File: src/rtl/issue_sched_pkg.sv
`timescale 1ns/1ps
package issue_sched_pkg;

  typedef enum logic [1:0] {
    CTX_IDLE  = 2'd0,
    CTX_RUN   = 2'd1,
    CTX_STALL = 2'd2,
    CTX_DONE  = 2'd3
  } ctx_st_e;

  // Next state of one context; finishing outranks loading on a grant.
  function automatic ctx_st_e ctx_next(input ctx_st_e cur, input logic go,
                                       input logic gnt, input logic ld,
                                       input logic fin, input logic ret);
    ctx_st_e nx;
    nx = cur;
    case (cur)
      CTX_IDLE:  if (go) nx = CTX_RUN;
      CTX_RUN:   if (gnt) nx = fin ? CTX_DONE : (ld ? CTX_STALL : CTX_RUN);
      CTX_STALL: if (ret) nx = CTX_RUN;
      default:   nx = CTX_DONE;
    endcase
    return nx;
  endfunction

endpackage

File: src/rtl/issue_ctx_fsm.sv
`timescale 1ns/1ps
module issue_ctx_fsm
  import issue_sched_pkg::*;
(
  input  logic    clk,
  input  logic    rst,
  input  logic    go,
  input  logic    gnt,
  input  logic    ld,
  input  logic    fin,
  input  logic    ret,
  output ctx_st_e st
);

  always_ff @(posedge clk) begin
    if (rst) st <= CTX_IDLE;
    else     st <= ctx_next(st, go, gnt, ld, fin, ret);
  end

endmodule

File: src/rtl/issue_rr_pick.sv
`timescale 1ns/1ps
module issue_rr_pick #(
  parameter int NCTX = 4,
  localparam int IW = $clog2(NCTX)
) (
  input  logic [NCTX-1:0] elig,
  input  logic [NCTX-1:0] dual_ok,
  input  logic [IW-1:0]   ptr,
  output logic            s0_vld,
  output logic [IW-1:0]   s0_ctx,
  output logic            s1_vld,
  output logic [IW-1:0]   s1_ctx,
  output logic [IW-1:0]   ptr_nxt
);

  function automatic logic [IW-1:0] wrap_inc(input logic [IW-1:0] i);
    return (i == IW'(NCTX - 1)) ? '0 : i + 1'b1;
  endfunction

  // First set bit of m at or after start, circularly; MSB flags a hit.
  function automatic logic [IW:0] scan(input logic [NCTX-1:0] m,
                                       input logic [IW-1:0] start);
    logic [IW:0] r;
    r = '0;
    for (int k = NCTX - 1; k >= 0; k--) begin
      int j;
      j = (int'(start) + k) % NCTX;
      if (m[j]) r = {1'b1, j[IW-1:0]};
    end
    return r;
  endfunction

  logic [IW:0]     hit_a, hit_b;
  logic [NCTX-1:0] rest;

  always_comb begin
    hit_a  = scan(elig, ptr);
    s0_vld = hit_a[IW];
    s0_ctx = s0_vld ? hit_a[IW-1:0] : '0;
    rest   = elig & ~(NCTX'(1) << s0_ctx);
    hit_b  = scan(rest, wrap_inc(s0_ctx));
    s1_vld = 1'b0;
    s1_ctx = '0;
    if (s0_vld && hit_b[IW]) begin
      s1_vld = 1'b1;
      s1_ctx = hit_b[IW-1:0];
    end else if (s0_vld && dual_ok[s0_ctx]) begin
      s1_vld = 1'b1;
      s1_ctx = s0_ctx;
    end
    if (s1_vld)      ptr_nxt = wrap_inc(s1_ctx);
    else if (s0_vld) ptr_nxt = wrap_inc(s0_ctx);
    else             ptr_nxt = ptr;
  end

endmodule

File: src/rtl/issue_idle_ctr.sv
`timescale 1ns/1ps
module issue_idle_ctr #(
  parameter int CNT_W = 8
) (
  input  logic             clk,
  input  logic             rst,
  input  logic             tick,
  output logic [CNT_W-1:0] cnt
);

  always_ff @(posedge clk) begin
    if (rst)       cnt <= '0;
    else if (tick) cnt <= cnt + 1'b1;
  end

endmodule

File: src/rtl/issue_sched.sv
`timescale 1ns/1ps
module issue_sched
  import issue_sched_pkg::*;
#(
  parameter int NCTX = 4,
  parameter int CNT_W = 8,
  localparam int IW = $clog2(NCTX)
) (
  input  logic              clk,
  input  logic              rst,
  input  logic [NCTX-1:0]   launch,
  input  logic [NCTX-1:0]   ld_req,
  input  logic [NCTX-1:0]   fin_req,
  input  logic [NCTX-1:0]   dual_ok,
  input  logic [NCTX-1:0]   mem_ret,
  output logic              slot0_vld,
  output logic [IW-1:0]     slot0_ctx,
  output logic              slot1_vld,
  output logic [IW-1:0]     slot1_ctx,
  output logic [2*NCTX-1:0] ctx_state,
  output logic [CNT_W-1:0]  idle_cnt
);

  logic [IW-1:0]   rr_ptr, ptr_nxt;
  logic [NCTX-1:0] runnable;
  logic [NCTX-1:0] gnt_vec;    // contexts holding at least one slot
  logic            no_issue;   // nothing granted this clock
  ctx_st_e         st_q [NCTX];

  for (genvar i = 0; i < NCTX; i++) begin : g_ctx
    assign gnt_vec[i] = (slot0_vld && slot0_ctx == IW'(i)) ||
                        (slot1_vld && slot1_ctx == IW'(i));
    issue_ctx_fsm u_fsm (
      .clk (clk),
      .rst (rst),
      .go  (launch[i]),
      .gnt (gnt_vec[i]),
      .ld  (ld_req[i]),
      .fin (fin_req[i]),
      .ret (mem_ret[i]),
      .st  (st_q[i])
    );
    assign runnable[i]          = (st_q[i] == CTX_RUN);
    assign ctx_state[2*i +: 2] = st_q[i];
  end

  issue_rr_pick #(.NCTX(NCTX)) u_pick (
    .elig    (runnable),
    .dual_ok (dual_ok),
    .ptr     (rr_ptr),
    .s0_vld  (slot0_vld),
    .s0_ctx  (slot0_ctx),
    .s1_vld  (slot1_vld),
    .s1_ctx  (slot1_ctx),
    .ptr_nxt (ptr_nxt)
  );

  always_ff @(posedge clk) begin
    if (rst) rr_ptr <= '0;
    else     rr_ptr <= ptr_nxt;
  end

  assign no_issue = !slot0_vld;

  issue_idle_ctr #(.CNT_W(CNT_W)) u_idle (
    .clk  (clk),
    .rst  (rst),
    .tick (no_issue),
    .cnt  (idle_cnt)
  );

endmodule

File: config.mk
export PLATFORM = sky130hd
export DESIGN_NAME = issue_sched
export DESIGN_NICKNAME = d
export VERILOG_FILES = /design/src/rtl/issue_sched_pkg.sv /design/src/rtl/issue_ctx_fsm.sv /design/src/rtl/issue_rr_pick.sv /design/src/rtl/issue_idle_ctr.sv /design/src/rtl/issue_sched.sv
export SDC_FILE = /design/constraint.sdc
export NUM_CORES = 1
export LEC_CHECK = 0
export BUFFER_PORTS_ARGS = -buffer_cell sky130_fd_sc_hd__buf_2
export CORE_MARGIN = 2
export CORE_UTILIZATION = 52
export CTS_CLUSTER_SIZE = 40
export DETAILED_ROUTE_END_ITERATION = 6
export PLACE_DENSITY = 0.92
export SYNTH_ARGS = -nofsm -noshare
export SYNTH_HDL_FRONTEND = slang
export SYNTH_HIERARCHICAL = 1
export SYNTH_SLANG_ARGS = --single-unit
File: constraint.sdc
create_clock -name clk -period 3.8 [get_ports clk]
set_input_delay 0.19 -clock clk [delete_from_list [all_inputs] [get_ports clk]]
set_output_delay 0.19 -clock clk [all_outputs]
set_load 0.005 [all_outputs]
==> run_summary.xml <==
<?xml version="1.0" encoding="UTF-8"?>
<metrics>
  <group name="global_routing">
    <metric name="grt_use_met3" unit="">0.0415</metric>
    <metric name="groute.layer.met2.usage" unit="">0.435</metric>
    <metric name="grt_pass1_wl" unit="µm">7040</metric>
    <metric name="grt_start_max_net_pins" unit="">19</metric>
    <metric name="grt_overflow_total" unit="">0</metric>
    <metric name="grt.total_usage" unit="">0.258</metric>
    <metric name="gr-usage-met1" unit="">0.332</metric>
    <metric name="peak_usage_layer_in_the_global_routing_report" unit="">met2</metric>
    <metric name="grt_pass1_vias" unit="">1576</metric>
    <metric name="initial_antenna_violation_count" unit="">0</metric>
  </group>
  <group name="sta">
    <metric name="period_minus_slack" unit="ns">3.54</metric>
    <metric name="max_freq" unit="MHz">282</metric>
    <metric name="slew-limit-headroom" unit="">0.533</metric>
    <metric name="crit_share_post_route" unit="">0.933</metric>
    <metric name="worst_max_slew_pin_slew" unit="ns">0.694</metric>
    <metric name="maxSlewViolCount" unit="">0</metric>
    <metric name="hold_violations" unit="">0</metric>
    <metric name="setup_viol" unit="">0</metric>
    <metric name="worst_clock_skew" unit="ns">0.00416</metric>
    <metric name="rsz0062_at_grt" unit="">false</metric>
    <metric name="timing.setup.tns" unit="ns">0</metric>
  </group>
  <group name="clock_network">
    <metric name="hold_buffers" unit="">0</metric>
    <metric name="clock-sinks" unit="">18</metric>
    <metric name="insertion_delay" unit="ns">0.29</metric>
    <metric name="clk_pin_slew" unit="ns">0.10</metric>
    <metric name="clk_root_buffer_cell" unit="">clkbuf_4</metric>
    <metric name="total_clock_buffers_created_by_cts" unit="">3</metric>
    <metric name="cts_tree" unit="">done</metric>
    <metric name="cts-root-to-sink-buffers" unit="">2</metric>
    <metric name="deepest_level_of_the_cts_h_tree" unit="">1</metric>
  </group>
  <group name="setup_path">
    <metric name="critical_path_required" unit="ns">3.98</metric>
    <metric name="critical_path.reg2reg.startpoint" unit="">g_ctx[3].u_fsm/st[0]</metric>
    <metric name="reg2reg_setup_slack" unit="ns">0.26</metric>
    <metric name="critPathMaxFanout" unit="">12</metric>
    <metric name="setup.worst_path.class" unit="">reg2reg</metric>
    <metric name="crit-reg2reg-capture" unit="">g_ctx[3].u_fsm/st[0]</metric>
    <metric name="timing.critical_path.from_type" unit="">register</metric>
    <metric name="worst-endpoint-arrival" unit="ns">3.72</metric>
    <metric name="setup.worst_path.end_class" unit="">register</metric>
    <metric name="ff2ff_path_depth" unit="">15</metric>
  </group>
  <group name="hold_path">
    <metric name="hold_class" unit="">in2reg</metric>
    <metric name="whs_path_depth" unit="">3</metric>
    <metric name="worstHoldEndpoint" unit="">g_ctx[0].u_fsm/st[1]</metric>
    <metric name="worst_hold_startpoint" unit="">ld_req[0]</metric>
  </group>
  <group name="cells_and_area">
    <metric name="final_nets" unit="">277</metric>
    <metric name="drive_gt1_frac" unit="">0.335</metric>
    <metric name="antennaDiodeCount" unit="">0</metric>
    <metric name="fillerInstances" unit="">235</metric>
    <metric name="syn_to_final_growth" unit="%">24.0</metric>
  </group>
  <group name="logic_synthesis">
    <metric name="postSynthCellCount" unit="">201</metric>
    <metric name="synth.area.top_cells" unit="">dfxtp_1 23%, nor2b_1 6.4%, a211oi_1 5.3%, a21oi_1 5.1%, o21ai_0 4.8%</metric>
    <metric name="synth_largest_area_cell" unit="">dfxtp_1</metric>
    <metric name="ys_ff_latch" unit="">18</metric>
    <metric name="synth_edf_count" unit="">0</metric>
    <metric name="synth_warnings" unit="">6</metric>
    <metric name="yosys.area.top_type_share" unit="">0.229</metric>
    <metric name="syn_nets" unit="">226</metric>
    <metric name="synth_commonest_cells" unit="">18 x dfxtp_1, 16 x a21oi_1, 16 x nor2b_1</metric>
    <metric name="postSynth.asyncResetShare" unit="">0</metric>
    <metric name="synthMostInstantiatedCell" unit="">dfxtp_1</metric>
    <metric name="syn_area_per_cell" unit="µm²">7.82</metric>
    <metric name="synth-main-ff-cell" unit="">dfxtp_1</metric>
    <metric name="seq_area_frac_synth" unit="">0.229</metric>
    <metric name="synthDistinctLibCells" unit="">57</metric>
    <metric name="netlist_area" unit="µm²">1570</metric>
  </group>
  <group name="drt">
    <metric name="drc_errors" unit="">2</metric>
    <metric name="drt.antenna.violating_nets" unit="">0</metric>
    <metric name="drt-total-wl" unit="µm">4400</metric>
    <metric name="dr_total_vias" unit="">1759</metric>
    <metric name="detail_route.wl_per_cell" unit="µm">15.6</metric>
    <metric name="drtPass1Iterations" unit="">6</metric>
    <metric name="vias_per_cell" unit="">6.24</metric>
    <metric name="detail_route.iter0.violations" unit="">73</metric>
  </group>
  <group name="power_and_ir_drop">
    <metric name="max-vdd-ir-drop" unit="µV">509</metric>
    <metric name="pwr_density_cell" unit="nW/µm²">772</metric>
    <metric name="p_leak" unit="nW">0.818</metric>
    <metric name="report.power.total" unit="mW">1.51</metric>
  </group>
  <group name="place">
    <metric name="finalWeightedCongestion" unit="">0.957</metric>
    <metric name="dp_hpwl" unit="µm">3400</metric>
    <metric name="io_buffer_count" unit="">43</metric>
  </group>
  <group name="die">
    <metric name="floorplan.rows" unit="">19</metric>
    <metric name="fp.dieH" unit="µm">59.0</metric>
    <metric name="placeableCoreArea" unit="µm²">2810</metric>
    <metric name="top_level_pins" unit="">44</metric>
    <metric name="die-area" unit="µm²">3480</metric>
    <metric name="die_width" unit="µm">59.0</metric>
    <metric name="start_util" unit="">0.560</metric>
  </group>
  <group name="outcome">
    <metric name="status" unit="">finished, violations left</metric>
    <metric name="violations" unit="">DRC</metric>
  </group>
  <group name="job">
    <metric name="drv.max_cap_violation_count" unit="">0</metric>
  </group>
</metrics>
==> cell usage in the layout, fill, tap and decap left out, types with 3 or more instances in the layout <==
cell type  count
a211oi_1      11
a21oi_1       15
a311oi_1       3
buf_2         43
buf_4         12
clkbuf_4       3
dfxtp_1       16
ha_1           3
inv_1          8
inv_2          4
mux2i_1        4
nand2_1       14
nand2b_1      11
nand3_1        5
nor2_1         7
nor2b_1       14
nor4bb_2       3
o211ai_1       7
o21ai_0       13
o21ai_1        3
or3_1          3
xor2_1         3
==> critical path, stage by stage (launching register included) <==
cell      delay (ns)
dfxtp_2         0.38
nor2b_1         0.21
buf_4           0.22
nand3b_1        0.13
o211ai_1        0.14
or2_4           0.30
ha_1            0.23
o21bai_1        0.18
a21oi_2         0.22
nor2_2          0.06
or3_4           0.38
o221ai_4        0.26
inv_1           0.12
o21ai_1         0.19
nor4bb_1        0.30
a211oi_1        0.10
==> power breakdown <==
part / switching [mW] / internal (mW) / total [mW] / leakage [nW]
Clock: 0.0590 / 0.0584 / 0.117 / 0.0210
Sequential: 0.0516 / 0.225 / 0.277 / 0.148
Combinational: 0.603 / 0.508 / 1.11 / 0.649
Total: 0.713 / 0.792 / 1.51 / 0.818
==> flip-flops by register name, indices dropped and copies added, names as in the netlist <==
| signal | cells |
|---|---|
| rr_ptr | 2 |
| u_idle/cnt | 8 |
| g_ctx.u_fsm/st | 8 |
==> stage by stage <==
| stage | setup WS, ns | hold WS, ns | cell area (µm²) | cells | utilization |
|---|---|---|---|---|---|
| after detailed placement | 0.0981 | 0.490 | 1860 | 277 | 0.663 |
| after global routing | 0.00914 | 0.220 | 1950 | 282 | 0.695 |
| final | 0.255 | 0.213 | 1950 | 282 | 0.695 |
| after floorplan | 0.352 | 0.259 | 1570 | 201 | - |
| after global placement | 0.254 | 0.470 | 1860 | 277 | 0.663 |
| after CTS | 0.0770 | 0.202 | 1900 | 281 | 0.676 |
==> metal layers <==
layer  wire (µm)  vias up  share of wire
li1            -      858              -
met1        1880      822           0.43
met2        2110       68           0.48
met3         291       11          0.066
met4         112        0          0.025
met5           0        -              0
==> cell families after synthesis <==
group,synth area share
buffers and inverters,0.0597
and+or+nand+nor,0.295
xor gates and xnor gates,0.0279
muxes,0.0255
adders and majority gates,0.0239
DFF,0.229
AOI/OAI and AO/OA,0.339
==> final cells by class <==
type | count | area, µm² | area share
repair buffers | 55 | 305 | 0.157
well taps | 31 | 38.8 | 0.0199
multi-input cells | 162 | 1160 | 0.596
inverters | 12 | 45.0 | 0.0231
clock buffers | 4 | 36.3 | 0.0186
flip-flops and latches | 18 | 363 | 0.186
==> worst max path at each step <==
stage | startpoint | slack [ns] | end
6_report | g_ctx[3].u_fsm/st[0] | 0.26 | g_ctx[3].u_fsm/st[0]
5_1_grt | g_ctx[3].u_fsm/st[0] | 0.009 | g_ctx[0].u_fsm/st[0]
4_1_cts | g_ctx[3].u_fsm/st[0] | 0.08 | g_ctx[3].u_fsm/st[0]
3_5_place_dp | g_ctx[3].u_fsm/st[0] | 0.1 | g_ctx[3].u_fsm/st[0]
3_3_place_gp | g_ctx[3].u_fsm/st[0] | 0.25 | g_ctx[1].u_fsm/st[0]
2_1_floorplan | g_ctx[0].u_fsm/st[0] | 0.35 | g_ctx[3].u_fsm/st[0]
==> what timing repair did <==
| item | CTS | global route |
|---|---|---|
| setup endpoints to repair | 0 | 8 |
| buffers inserted | 0 | 1 |
| gates resized for setup | 0 | 14 |
Note: power is estimated with default switching activity, not from simulation.
